File: src/rtl/shadow_cfg_pkg.sv
package shadow_cfg_pkg;
   localparam int NUM_VEC = 4;

   typedef enum logic [1:0] {
      VEC_INTSEL = 2'd0,
      VEC_MASK   = 2'd1,
      VEC_PAT1   = 2'd2,
      VEC_PAT0   = 2'd3
   } vec_e;

   localparam logic [7:0] COMMIT_OFF = 8'hF0;

   // Relative offsets of the set and clear aliases; vector v sits at 0x10*(v+1).
   function automatic logic [7:0] set_off(input int v);
      return 8'(8'h14 + 8'(v) * 8'h10);
   endfunction

   function automatic logic [7:0] clr_off(input int v);
      return 8'(8'h18 + 8'(v) * 8'h10);
   endfunction
endpackage

File: src/rtl/shadow_decode.sv
module shadow_decode
   import shadow_cfg_pkg::*;
#(
   parameter int ADDR_W    = 12,
   parameter int DATA_W    = 32,
   parameter int NUM_PORTS = 4,
   localparam int PORT_W   = (NUM_PORTS > 1) ? $clog2(NUM_PORTS) : 1
) (
   input  logic                clk,
   input  logic                rst_n,
   input  logic                wr_en,
   input  logic [ADDR_W-1:0]   wr_addr,
   input  logic [DATA_W-1:0]   wr_data,
   output logic [NUM_VEC-1:0]  set_hit,
   output logic [NUM_VEC-1:0]  clr_hit,
   output logic                commit_ok,
   output logic                commit_bad,
   output logic [PORT_W-1:0]   commit_port
);
   logic upper_zero;
   logic commit_hit;
   logic port_in_range;

   generate
      if (ADDR_W > 8) begin : g_upper
         assign upper_zero = (wr_addr[ADDR_W-1:8] == '0);
      end else begin : g_no_upper
         assign upper_zero = 1'b1;
      end
   endgenerate

   for (genvar v = 0; v < NUM_VEC; v++) begin : g_vec
      assign set_hit[v] = wr_en && upper_zero && (wr_addr[7:0] == set_off(v));
      assign clr_hit[v] = wr_en && upper_zero && (wr_addr[7:0] == clr_off(v));
   end

   assign commit_hit    = wr_en && upper_zero && (wr_addr[7:0] == COMMIT_OFF);
   assign port_in_range = (wr_data < DATA_W'(NUM_PORTS));
   assign commit_ok     = commit_hit && port_in_range;
   assign commit_bad    = commit_hit && !port_in_range;
   assign commit_port   = wr_data[PORT_W-1:0];

   // at most one alias or the commit register is decoded per write
   assert_one_target_R7: assert property (@(posedge clk) disable iff (!rst_n)
      $countones({set_hit, clr_hit, commit_ok, commit_bad}) <= 1);
endmodule

File: src/rtl/shadow_stage.sv
module shadow_stage #(
   parameter int DATA_W = 32
) (
   input  logic              clk,
   input  logic              rst_n,
   input  logic              set_hit,
   input  logic              clr_hit,
   input  logic              wipe,
   input  logic [DATA_W-1:0] wr_data,
   output logic [DATA_W-1:0] set_q,
   output logic [DATA_W-1:0] clr_q
);
   always_ff @(posedge clk or negedge rst_n) begin
      if (!rst_n) begin
         set_q <= '0;
         clr_q <= '0;
      end else if (wipe) begin
         set_q <= '0;
         clr_q <= '0;
      end else if (set_hit) begin
         set_q <= set_q | wr_data;
         clr_q <= clr_q & ~wr_data;
      end else if (clr_hit) begin
         clr_q <= clr_q | wr_data;
         set_q <= set_q & ~wr_data;
      end
   end

   // a bit is never staged for both set and clear
   assert_no_overlap_R2: assert property (@(posedge clk) disable iff (!rst_n)
      (set_q & clr_q) == '0);

   // a wipe empties both planes
   assert_wipe_empties_R5: assert property (@(posedge clk) disable iff (!rst_n)
      wipe |=> (set_q == '0) && (clr_q == '0));

   // without a hit or wipe this vector holds its state
   assert_hold_idle_R8: assert property (@(posedge clk) disable iff (!rst_n)
      !(set_hit || clr_hit || wipe) |=> $stable(set_q) && $stable(clr_q));
endmodule

File: src/rtl/shadow_commit_port.sv
module shadow_commit_port #(
   parameter int DATA_W  = 32,
   parameter int NUM_VEC = 4
) (
   input  logic                      clk,
   input  logic                      rst_n,
   input  logic                      fire,
   input  logic [NUM_VEC*DATA_W-1:0] staged_set,
   input  logic [NUM_VEC*DATA_W-1:0] staged_clr,
   output logic [NUM_VEC-1:0]        set_stb,
   output logic [NUM_VEC*DATA_W-1:0] set_mask,
   output logic [NUM_VEC-1:0]        clr_stb,
   output logic [NUM_VEC*DATA_W-1:0] clr_mask
);
   always_ff @(posedge clk or negedge rst_n) begin
      if (!rst_n) begin
         set_stb  <= '0;
         clr_stb  <= '0;
         set_mask <= '0;
         clr_mask <= '0;
      end else if (fire) begin
         set_stb  <= '1;
         clr_stb  <= '1;
         set_mask <= staged_set;
         clr_mask <= staged_clr;
      end else begin
         set_stb  <= '0;
         clr_stb  <= '0;
         set_mask <= '0;
         clr_mask <= '0;
      end
   end

   // strobes only follow a commit addressed to this port
   assert_stb_after_fire_R3: assert property (@(posedge clk) disable iff (!rst_n)
      (set_stb != '0) |-> $past(fire));

   // all planes of the port move together
   assert_planes_together_R3: assert property (@(posedge clk) disable iff (!rst_n)
      (set_stb == '0 || set_stb == '1) && (clr_stb == set_stb));

   // an idle strobe carries no mask
   assert_idle_mask_zero_R4: assert property (@(posedge clk) disable iff (!rst_n)
      (set_stb == '0) |-> (set_mask == '0) && (clr_mask == '0));
endmodule

File: src/rtl/shadow_cfg_stager.sv
module shadow_cfg_stager
   import shadow_cfg_pkg::*;
#(
   parameter int ADDR_W    = 12,
   parameter int DATA_W    = 32,
   parameter int NUM_PORTS = 4,
   localparam int PORT_W   = (NUM_PORTS > 1) ? $clog2(NUM_PORTS) : 1,
   localparam int NSTB     = NUM_PORTS * NUM_VEC
) (
   input  logic                     clk,
   input  logic                     rst_n,
   input  logic                     wr_en,
   input  logic [ADDR_W-1:0]        wr_addr,
   input  logic [DATA_W-1:0]        wr_data,
   output logic [NSTB-1:0]          set_stb,
   output logic [NSTB*DATA_W-1:0]   set_mask,
   output logic [NSTB-1:0]          clr_stb,
   output logic [NSTB*DATA_W-1:0]   clr_mask
);
   initial begin
      if (ADDR_W < 8) $error("ADDR_W must cover the 0xF0 commit offset");
      if (DATA_W < 8 || DATA_W > 32) $error("DATA_W must be 8..32");
      if (NUM_PORTS < 1 || NUM_PORTS > 64) $error("NUM_PORTS must be 1..64");
   end

   logic [NUM_VEC-1:0]        set_hit, clr_hit;
   logic                      commit_ok, commit_bad;
   logic [PORT_W-1:0]         commit_port;
   logic [NUM_VEC*DATA_W-1:0] staged_set, staged_clr;
   logic [NUM_PORTS-1:0]      port_live;

   shadow_decode #(
      .ADDR_W(ADDR_W), .DATA_W(DATA_W), .NUM_PORTS(NUM_PORTS)
   ) u_decode (
      .clk(clk), .rst_n(rst_n), .wr_en(wr_en), .wr_addr(wr_addr),
      .wr_data(wr_data), .set_hit(set_hit), .clr_hit(clr_hit),
      .commit_ok(commit_ok), .commit_bad(commit_bad), .commit_port(commit_port)
   );

   for (genvar v = 0; v < NUM_VEC; v++) begin : g_stage
      shadow_stage #(.DATA_W(DATA_W)) u_stage (
         .clk(clk), .rst_n(rst_n),
         .set_hit(set_hit[v]), .clr_hit(clr_hit[v]), .wipe(commit_ok),
         .wr_data(wr_data),
         .set_q(staged_set[v*DATA_W +: DATA_W]),
         .clr_q(staged_clr[v*DATA_W +: DATA_W])
      );
   end

   for (genvar p = 0; p < NUM_PORTS; p++) begin : g_port
      shadow_commit_port #(.DATA_W(DATA_W), .NUM_VEC(NUM_VEC)) u_port (
         .clk(clk), .rst_n(rst_n),
         .fire(commit_ok && (commit_port == PORT_W'(p))),
         .staged_set(staged_set), .staged_clr(staged_clr),
         .set_stb(set_stb[p*NUM_VEC +: NUM_VEC]),
         .set_mask(set_mask[p*NUM_VEC*DATA_W +: NUM_VEC*DATA_W]),
         .clr_stb(clr_stb[p*NUM_VEC +: NUM_VEC]),
         .clr_mask(clr_mask[p*NUM_VEC*DATA_W +: NUM_VEC*DATA_W])
      );
      assign port_live[p] = set_stb[p*NUM_VEC];
   end

   // strobes of at most one port per cycle
   assert_single_port_R4: assert property (@(posedge clk) disable iff (!rst_n)
      $onehot0(port_live));

   // a valid commit produces a strobe in the next cycle
   assert_commit_strobes_R3: assert property (@(posedge clk) disable iff (!rst_n)
      commit_ok |=> (port_live != '0));

   // a rejected commit keeps staging and raises nothing
   assert_bad_commit_ignored_R6: assert property (@(posedge clk) disable iff (!rst_n)
      commit_bad |=> $stable(staged_set) && $stable(staged_clr) && (set_stb == '0));
endmodule

File: config.mk
export PLATFORM = sky130hd
export DESIGN_NAME = shadow_cfg_stager
export DESIGN_NICKNAME = d
export VERILOG_FILES = /design/src/rtl/shadow_cfg_pkg.sv /design/src/rtl/shadow_decode.sv /design/src/rtl/shadow_stage.sv /design/src/rtl/shadow_commit_port.sv /design/src/rtl/shadow_cfg_stager.sv
export SDC_FILE = /design/constraint.sdc
export NUM_CORES = 2
export LEC_CHECK = 0
export BUFFER_PORTS_ARGS = -buffer_cell sky130_fd_sc_hd__buf_4
export CAP_MARGIN = 40
export CORE_AREA = 2 2 425 427
export CTS_CLUSTER_SIZE = 28
export DETAILED_ROUTE_END_ITERATION = 8
export DIE_AREA = 0 0 427 429
export HOLD_SLACK_MARGIN = 0.05
export SLEW_MARGIN = 20
export SYNTH_ARGS = -nofsm -noshare
export SYNTH_HDL_FRONTEND = slang
export SYNTH_SLANG_ARGS = --single-unit
File: constraint.sdc
create_clock -name clk -period 0.8 [get_ports clk]
set_input_delay 0.08 -clock clk [delete_from_list [all_inputs] [get_ports clk]]
set_output_delay 0.08 -clock clk [all_outputs]
set_load 0.01 [all_outputs]
==> run_results.csv <==
group,metric,value,unit
placement,dpl_cell_area,58000,um2
route,ant_nets,0,
yosys,synth_edf_count,0,
finish,finalInstanceArea,64700,um2
floorplanning,die_w,427,um
power_and_ir_drop,ir_drop,1890,uV
global_routing,antenna_found_initial,33,
worst_setup_path,crit_required,1.51,ns
placement,gp_congestion,0.836,
cts,htreeDepth,4,
worst_setup_path,crit_start,"wr_addr[8]",
yosys,yosys_register_bits,1284,
global_routing,grt_max_degree,65,
route,wire_per_inst,26.5,um
cts,clock_latency,0.79,ns
worst_setup_path,crit_chain,"buf_8 -> nor4_4 -> buf_12 -> nand4_1 -> or4_4 -> buf_12 -> nor2_4 -> buf_12 -> buf_12 -> and2_1",
timing,setup_viol,2469,
yosys,ys.flop_type,"dfrtp_1",
finish,final_nets,4717,
global_routing,grt_pass1_wl,254000,um
run_status,status,"complete, but fails checks",
worst_setup_path,reg2reg_to,"g_port[2].u_port.set_mask[127]",
floorplanning,coreArea,178000,um2
timing,slew_headroom,52.5,%
yosys,synth_area,44500,um2
route,first_iter_violations,2229,
worst_setup_path,r2r_cells,2,
yosys,syn_nets,3366,
timing,maxSlewViolCount,0,
yosys,synth.distinct_cells,30,
timing,period_minus_slack,1.82,ns
timing,rsz0062_at_grt,"yes",
floorplanning,die_area,183000,um2
worst_setup_path,startpoint_type,"primary input",
power_and_ir_drop,power.density,2100,nW/um2
placement,post-dp-hpwl,131000,um
timing,fin_ws,-1.02,ns
timing,fmax,548,MHz
floorplanning,floorplan.initialDensity,25.0,%
run_status,violations,"negative hold slack, negative setup slack",
finish,drive_gt1_share,35.5,%
route,wirelength,190000,um
worst_setup_path,worstSetupPathType,"primary input to flop",
cts,clk_pin_slew,0.06,ns
yosys,yosys-top-cells-area,"dfrtp_1 (72%), and2_1 (14%), nand3_1 (2.9%), a22o_1 (2.5%), nand3b_1 (2.2%)",
power_and_ir_drop,p_leak,33.9,nW
timing,worst_pin_slew,0.710,ns
global_routing,grt_use_total,19.8,%
worst_setup_path,worstPathMaxFanout,31,
yosys,syn_area_per_cell,13.4,um2
cts,cts.sinks,1284,
cts,root_buffer,"clkbuf_16",
yosys,synth_top_area_share,72.2,%
worst_hold_path,hold_class,"primary input to asynchronous set/reset pin",
worst_setup_path,slowest_delay,0.63,ns
worst_setup_path,cpMaxStageDelayCell,"or4_4",
yosys,synth_cells,3319,
floorplanning,rows,155,
timing,fin_skew,0.0294,ns
timing,timing.hold.ws,-0.483,ns
timing,hold_violations,233,
yosys,synth_top_area_cell,"dfrtp_1",
worst_setup_path,critPathTopFamily,"simple AND/OR/NAND/NOR gates",
floorplanning,die_height,429,um
finish,fillers,17042,
route,drtPass1Iterations,5,
cts,ctsLongestPathBuffers,3,
worst_setup_path,cp.buffers_inverters,5,
worst_setup_path,r2r_setup_slack,-0.18,ns
yosys,ys_seq_area_share,72.2,%
worst_setup_path,worstSetupEndpointType,"flop",
route,num_vias,31292,
run,maxCapViolations,0,
cts,tritoncts,"done",
worst_setup_path,reg2reg_from,"g_stage[3].u_stage.set_q[31]",
placement,port_buffers,1102,
yosys,async_flop_share,100,%
route,drc,0,
finish,syn_to_final_growth,45.4,%
global_routing,grt_overflow_total,0,
yosys,yosys_warnings,0,
floorplanning,io_pins,1103,
worst_setup_path,critical_path_arrival,2.53,ns
route,routed_via_density,4.38,
global_routing,grt_pass1_vias,31693,
worst_setup_path,cpMostUsedCell,"buf_12",
timing,min_period_over_period,228,%
cts,cts_buffers,138,
[per-stage QoR]
stage	power [mW]	util [%]	worst slack (ns)	TNS, ns	cells
after CTS	137	36.0	-0.956	-1699.23	7100
after global placement	70.0	32.5	-2.77	-3331.33	6779
after detailed placement	70.1	32.6	-2.12	-2455.23	6781
after floorplan	66.7	-	-1.15	-1386.79	3319
after global routing	140	36.3	-1.07	-1855.70	7134
final	136	36.4	-1.02	-1722.80	7143
[power breakdown]
part | switching (mW) | internal [mW]
Sequential | 0.120 | 65.0
Combinational | 2.86 | 1.31
Clock | 27.3 | 39.0
Total | 30.3 | 105
[cells in the final DEF (no fill, tap or decap), types with 14 or more instances in the layout]
master | netlist | final
and2_1 | 1024 | 996
buf_16 | 0 | 21
and2_4 | 0 | 28
nand2_1 | 133 | 133
diode_2 | 0 | 14
nand3_1 | 261 | 260
buf_4 | 30 | 1248
a22o_1 | 128 | 128
clkbuf_8 | 0 | 32
dfrtp_1 | 1284 | 1283
dlygate4sd3_1 | 0 | 45
clkbuf_16 | 0 | 152
clkbuf_1 | 148 | 24
buf_12 | 0 | 129
nand3b_1 | 128 | 128
mux2i_1 | 64 | 64
[kinds of logic after synthesis]
family	share of synthesized area, %
AO/OA/AOI/OAI	2.52
buffers and inverters	2.56
AND/OR/NAND/NOR	21.3
flip-flops	72.2
multiplexers	1.44
[layer usage]
layer | up-vias | share of wire [%] | track usage (%)
li1 | 13425 | - | -
met1 | 16362 | 40 | 24.2
met2 | 1218 | 51 | 34.3
met3 | 279 | 6.4 | 4.77
met4 | 8 | 2.9 | 6.27
met5 | - | 0.030 | 0
[worst max path at each step]
stage / to / cells after the start
after floorplan: g_port[2].u_port.set_mask[88] / 8
after global placement: g_port[1].u_port.clr_mask[95] / 9
after detailed placement: g_port[1].u_port.clr_mask[58] / 9
after CTS: g_port[1].u_port.set_mask[5] / 10
after global routing: g_port[2].u_port.clr_mask[62] / 9
final: g_port[3].u_port.clr_mask[66] / 10
[state kept, by name, indices dropped and copies added (netlist names)]
name	count
g_port.u_port.set_mask	512
g_stage.u_stage.set_q	128
g_port.u_port.clr_stb	2
g_stage.u_stage.clr_q	128
g_port.u_port.set_stb	2
g_port.u_port.clr_mask	512
[layout make-up]
type | instances | area [um2] | share of cell area [%]
Multi-Input combinational cell | 1781 | 11500 | 17.7
Antenna cell | 14 | 35.0 | 0.0541
Clock inverter | 48 | 688 | 1.06
Clock buffer | 196 | 4030 | 6.23
Timing Repair Buffer | 1465 | 13400 | 20.7
Sequential cell | 1284 | 32100 | 49.7
Tap cell | 2355 | 2950 | 4.55
[worst register-to-register path: cells and delay by family, from the launching register on]
| kind | cells | cell delay [ns] |
|---|---|---|
| flops | 1 | 0.52 |
| buf+inv | 1 | 0.21 |
| simple gates | 1 | 0.13 |
[synth_stat cells (3+ instances only)]
cell type	n
buf_1	16
buf_4	30
nand2b_1	3
nor2_1	7
nand4_1	5
buf_2	36
nand2_1	133
and2_1	1024
clkbuf_1	148
nor3b_1	4
dfrtp_1	1284
nand3b_1	128
nor4_1	8
mux2i_1	64
a22o_1	128
nand3_1	261
clkbuf_2	24
[what timing repair did]
item	in CTS	in global routing
setup endpoints to repair	2340	2474
buffers inserted	9	9
endpoints found under the hold margin	1675	560
gates resized for setup	49	29
cloned	11	12
pin swaps	3	3
hold buffers	55	8
No activity file was read; power rests on OpenSTA's default activity.
